**config.mk**
```make
export PLATFORM = sky130hd
export DESIGN_NAME = acc_read_limiter
export DESIGN_NICKNAME = d
export VERILOG_FILES = /design/src/rtl/acc_read_limiter.sv
export SDC_FILE = /design/constraint.sdc
export NUM_CORES = 1
export LEC_CHECK = 0
export ABC_CLOCK_PERIOD_IN_PS = 1950
export BUFFER_PORTS_ARGS = -buffer_cell sky130_fd_sc_hd__buf_2
export CORE_MARGIN = 2
export CORE_UTILIZATION = 55
export DETAILED_ROUTE_END_ITERATION = 10
export GPL_TIMING_DRIVEN = 0
export PLACE_DENSITY = 0.95
export REMOVE_ABC_BUFFERS = 1
export SETUP_SLACK_MARGIN = 0.2
export SLEW_MARGIN = 5
export SYNTH_ARGS = -nofsm -noshare
export SYNTH_HDL_FRONTEND = slang
export SYNTH_SLANG_ARGS = --single-unit
```
**constraint.sdc**
```tcl
create_clock -name clk -period 1.95 [get_ports clk]
set_input_delay 0.39 -clock clk [delete_from_list [all_inputs] [get_ports clk]]
set_output_delay 0.39 -clock clk [all_outputs]
set_load 0.02 [all_outputs]
```
**src/rtl/acc_read_limiter.sv**
```systemverilog
module acc_read_limiter #(
  parameter int EXT_W  = 8,
  parameter int WORD_W = 24
) (
  input  logic                        clk,
  input  logic                        rst_n,
  input  logic                        rd_req,
  input  logic [1:0]                  rd_sel,
  input  logic                        round_en,
  input  logic                        flag_clr,
  input  logic [EXT_W+2*WORD_W-1:0]   acc_in,
  output logic [WORD_W-1:0]           bus_data,
  output logic                        bus_valid,
  output logic                        flag_limit,
  output logic                        flag_growth
);
  localparam int ACC_W = EXT_W + 2*WORD_W;
  localparam int TOP_W = EXT_W + WORD_W + 1;
  localparam logic [1:0] SEL_FULL = 2'd0;
  localparam logic [1:0] SEL_EXT  = 2'd1;
  localparam logic [1:0] SEL_HIGH = 2'd2;

  logic [TOP_W-1:0]  top_sum;
  logic [EXT_W+1:0]  guard;
  logic              over, grow, full_rd;
  logic [WORD_W-1:0] sat_word, full_word, next_word;

  assign top_sum = {acc_in[ACC_W-1], acc_in[ACC_W-1:WORD_W]}
                 + TOP_W'(round_en & acc_in[WORD_W-1]);
  assign guard   = top_sum[TOP_W-1:WORD_W-1];
  assign over    = !((&guard) || !(|guard));
  assign sat_word = top_sum[TOP_W-1] ? {1'b1, {(WORD_W-1){1'b0}}}
                                     : {1'b0, {(WORD_W-1){1'b1}}};
  assign full_word = over ? sat_word : top_sum[WORD_W-1:0];
  assign grow    = acc_in[2*WORD_W-1] ^ acc_in[2*WORD_W-2];
  assign full_rd = rd_req && (rd_sel == SEL_FULL);

  always_comb begin
    case (rd_sel)
      SEL_FULL: next_word = full_word;
      SEL_EXT:  next_word = {{(WORD_W-EXT_W){acc_in[ACC_W-1]}}, acc_in[ACC_W-1 -: EXT_W]};
      SEL_HIGH: next_word = acc_in[2*WORD_W-1:WORD_W];
      default:  next_word = acc_in[WORD_W-1:0];
    endcase
  end

  always_ff @(posedge clk or negedge rst_n) begin
    if (!rst_n) begin
      bus_data    <= '0;
      bus_valid   <= 1'b0;
      flag_limit  <= 1'b0;
      flag_growth <= 1'b0;
    end else begin
      bus_valid <= rd_req;
      if (rd_req) bus_data <= next_word;
      if (flag_clr) begin
        flag_limit  <= 1'b0;
        flag_growth <= 1'b0;
      end else if (full_rd) begin
        flag_limit  <= flag_limit | over;
        flag_growth <= flag_growth | grow;
      end
    end
  end
endmodule


```
# == After elaboration in Yosys (flattened, before gate mapping) ==
# Cells that the tools add are included.
# classes
addsub,1
n_mul,0
n_div,0
order_cmp,0
eq_ne,2
shifts,0
mux,7
n_bitwise,4
n_reduce_logical,8
# op_table
cell,count
24-bit one-hot mux with 3 select lines,1
24-bit two-way mux,2
32-bit by 2-bit adder with 33-bit output,1
10-bit AND reduction,1
10-bit OR reduction,1
1-bit two-way mux,4
2-bit by 1-bit == test with 1-bit output (second input constant),1
2-bit == test (second input constant),1
1-bit zero test,2
2-bit zero test,1
1-bit bitwise OR,2
2-bit nonzero test,1
1-bit bitwise AND,1
1-bit logical AND,1
1-bit logical OR,1
1-bit bitwise XOR,1
# word_totals
regBits,27
latchBits,0
ramBits,0
mem_bits_ro,0
memories,0

# == Logic depth before layout (Yosys ltp) ==
# depth
depth_word,9
depth_mapped,11
depth_no_buf,10

# == Least setup slack after synthesis ==
# Ideal clock, no wire load.
# synth_path
kind,input to register
start,input port acc_in[23]
end,register bus_data[22]
arrival_time_ns,2.593
slack_ns,-0.775
path_stages,11
cell_sequence,and2_1 > ha_1 > ha_1 > nand4_4 > nor4_4 > nand4_1 > xor2_1 > o21ai_1 > o31ai_4 > buf_6 > o211ai_2
# synth_via
elab_chain_len,7
# synth_lines
element,line,text
"start, declared",11,"input logic [EXT_W+2*WORD_W-1:0] acc_in,"
1-bit bitwise AND *,29,+ TOP_W'(round_en & acc_in[WORD_W-1]);
32-bit by 2-bit adder with 33-bit output *,29,
10-bit OR reduction,31,assign over = !((&guard) || !(|guard));
1-bit zero test,31,
1-bit logical OR,31,
24-bit two-way mux *,34,assign full_word = over ? sat_word : top_sum[WORD_W-1:0];
24-bit one-hot mux with 3 select lines *,39,case (rd_sel)
"end signal, assigned",55,if (rd_req) bus_data <= next_word;
"end, declared",12,"output logic [WORD_W-1:0] bus_data,"
# Mark *: on every way between the ends. The rest lies on a longest branch, timed or not.
# A chain may end at the register's enable or synchronous reset.

# == Worst setup path after layout ==
# layout_path
start,input port acc_in[23]
end,register bus_data[3]
# Same word-level chain as after synthesis.

==> impl_metrics.ini <==
[power]
ir_worst_vdd_mv = 0.317
p_leak_nw = 1.49
total_power_mw = 1.70
powerDensity_nw_per_um2 = 479

[drt]
num_vias = 3139
wl_um = 9940
drt_iter0_drc = 538
drc = 0
antenna_left = 0
wl_per_cell_um = 22.1
via_per_inst = 6.99
dr.pass1.iters = 6

[clock_network]
clock_sinks = 27
cts_tree = built
holdBufCountCts = 0
clk_latency_ns = 0.28
root_buffer = clkbuf_8
max-clock-path-buffers = 2
cts_max_level = 1
clk_pin_slew_ns = 0.11
numCtsBuffers = 3

[die]
die_y_um = 72.7
die_w_um = 72.7
rows = 24
start_util = 0.583
die_area_um2 = 5280
core_area_um2 = 4440
io_pins = 90

[setup_path]
arrival_ns = 2.80
worst_setup_path_start_kind = primary input
worstPathMaxFanout = 6
critical_path_class = primary input to register
worst_setup_path_end_kind = register
required_ns = 2.11

[final_layout]
final_nets = 464
stdcell_count = 449
synthToLayoutAreaGrowth_pct = 36.5
layout-drive-gt1-share = 0.499
diodes = 0
utilization = 0.796

[global_routing]
grt-ovfl-total = 0
antenna_found_initial = 0
grt_max_degree = 51
grt_pass1_vias = 2930
grt_pass1_wl_um = 14700
gr-usage-all-layers = 0.359

[run_status]
status = finished, violations left
violations = negative setup slack

[placement]
port_buffers = 89
dp_hpwl_um = 5240
dpl.cell_count = 419
place_congestion = 0.962

[timing]
fmax_ghz = 0.378
period_minus_slack_ns = 2.64
period_share = 1.36
worst_slack_ns = -0.693
worstMarginPinSlew_ns = 1.05
slew-limit-headroom = 0.300
final_hold_viol_count = 0
whs_ns = 0.118
rsz0062_at_grt = true
slew_violations = 0
finalSetupViolCount = 25
clock_skew_ns = 0

[yosys]
yosysWarnings = 0
syn_avg_cell_area_um2 = 8.79
synth_top_area_cell = dfrtp_1
synth-seq-cells = 27
yosysSeqAreaShare = 0.261
synth_cells = 295
yosys-top-cells-area = dfrtp_1 26%, mux2_2 11%, o211ai_2 11%
synth_cell_types = 42
syn_area_um2 = 2590
synth_top_area_share = 0.261

[flow_run]
maxCapViolations = 0

[min_path]
holdCritPathClass = primary input to async pin
[cells in the final DEF (no fill, tap or decap), drive strengths merged]
cell / n
nand2: 39
mux4: 1
inv: 4
nand2b: 1
mux2: 25
nor3: 4
nor2: 21
and3: 4
a21oi: 23
ha: 3
o2111ai: 2
xnor2: 10
mux2i: 1
buf: 113
a21boi: 1
or4: 2
a31oi: 2
o211ai: 22
nor3b: 3
and4: 1
nand3: 15
clkbuf: 6
o22ai: 1
dfrtp: 27
xor2: 14
nand4: 10
and2: 4
a22oi: 7
o31ai: 2
nor4: 6
o21ai: 22
nor2b: 1
[registers in the layout, summed over array words and instances, names as in the netlist]
name         cells
flag_growth      1
bus_valid        1
bus_data        24
flag_limit       1
[cells by family (layout without fill, tap and decap cells)]
family                   after synthesis  in the layout  synth area share
AND/OR/NAND/NOR                      111            111             0.238
multiplexers                          27             27             0.121
adder cells (fa/ha/maj)                3              3            0.0145
buffers and inverters                 22            123            0.0434
flip-flops                            27             27             0.261
XOR/XNOR                              24             24            0.0811
AO/OA/AOI/OAI                         81             82             0.241
[Yosys cell counts, drive strengths merged]
cell type and instances:
and4 1, nor2 21, o22ai 1, ha 3
nor4 6, or4 2, nor3 4, nor3b 3
nor2b 1, o2111ai 2, o31ai 1, nand2 39
clkbuf 12, a21oi 23, and2 4, nand2b 1
a22oi 7, a31oi 2, mux4 1, xnor2 10
nand4 10, mux2i 1, xor2 14, mux2 25
a21boi 1, buf 6, o21ai 22, and3 4
inv 4, dfrtp 27, o211ai 22, nand3 15
[path summary, 6_finish.rpt]
check,endpoint,startpoint,slack (ns),cells after the start
max in group asynchronous,bus_data[14]$_DFFE_PN0P_,rst_n,1.40,1
max,bus_data[3]$_DFFE_PN0P_,acc_in[23],-0.69,12
min,bus_data[9]$_DFFE_PN0P_,rst_n,0.12,1
min reg2reg,bus_data[23]$_DFFE_PN0P_,bus_data[23]$_DFFE_PN0P_,0.52,1
max reg2reg,bus_data[1]$_DFFE_PN0P_,bus_data[1]$_DFFE_PN0P_,0.91,4
min in group clk,flag_growth$_DFFE_PN0P_,flag_clr,0.28,2
[area by class of cell]
type / instances / area, um^2
clock buffer: 4 / 45.0
tap: 52 / 65.1
multi-input combinational: 247 / 2010
sequential: 27 / 676
timing repair buffer: 115 / 727
fill: 225 / 906
inverter: 4 / 15.0
[worst max-delay path, cell delays in order]
cell and delay [ns]:
buf_6 0.07, and2_4 0.14, ha_4 0.16, buf_4 0.12
nand2_1 0.13, nor4_4 0.38, nand4_1 0.23, mux2_2 0.32
o2111ai_4 0.22, o31ai_4 0.33, buf_6 0.20, o211ai_2 0.10
[repair_timing]
item	4_1_cts	5_1_grt
pin swaps	19	23
endpoints found under the setup margin	25	25
setup buffers	17	6
cloned	2	1
gates resized for setup	30	9
[power breakdown]
part | switching [mW] | internal (mW) | leakage, nW
clock network | 0.202 | 0.147 | 0.0228
logic | 0.411 | 0.273 | 1.16
registers | 0.0384 | 0.625 | 0.311
total | 0.651 | 1.04 | 1.49
[per-stage QoR]
step	TNS, ns	cell area (um^2)	setup WS (ns)
6_report	-16.29	3540	-0.693
5_1_grt	-17.98	3540	-0.771
4_1_cts	-13.81	3410	-0.591
3_5_place_dp	-47.08	3020	-2.01
3_3_place_gp	-55.63	3010	-2.44
2_1_floorplan	-37.70	2490	-1.64
[per-layer routing]
layer	wire [um]	global-route usage	vias up
met4	709	0.187	0
met3	1090	0.0663	89
met5	0	0	-
li1	-	-	1304
met1	3580	0.444	1465
met2	4560	0.594	281
(Power assumes the default switching activity.)
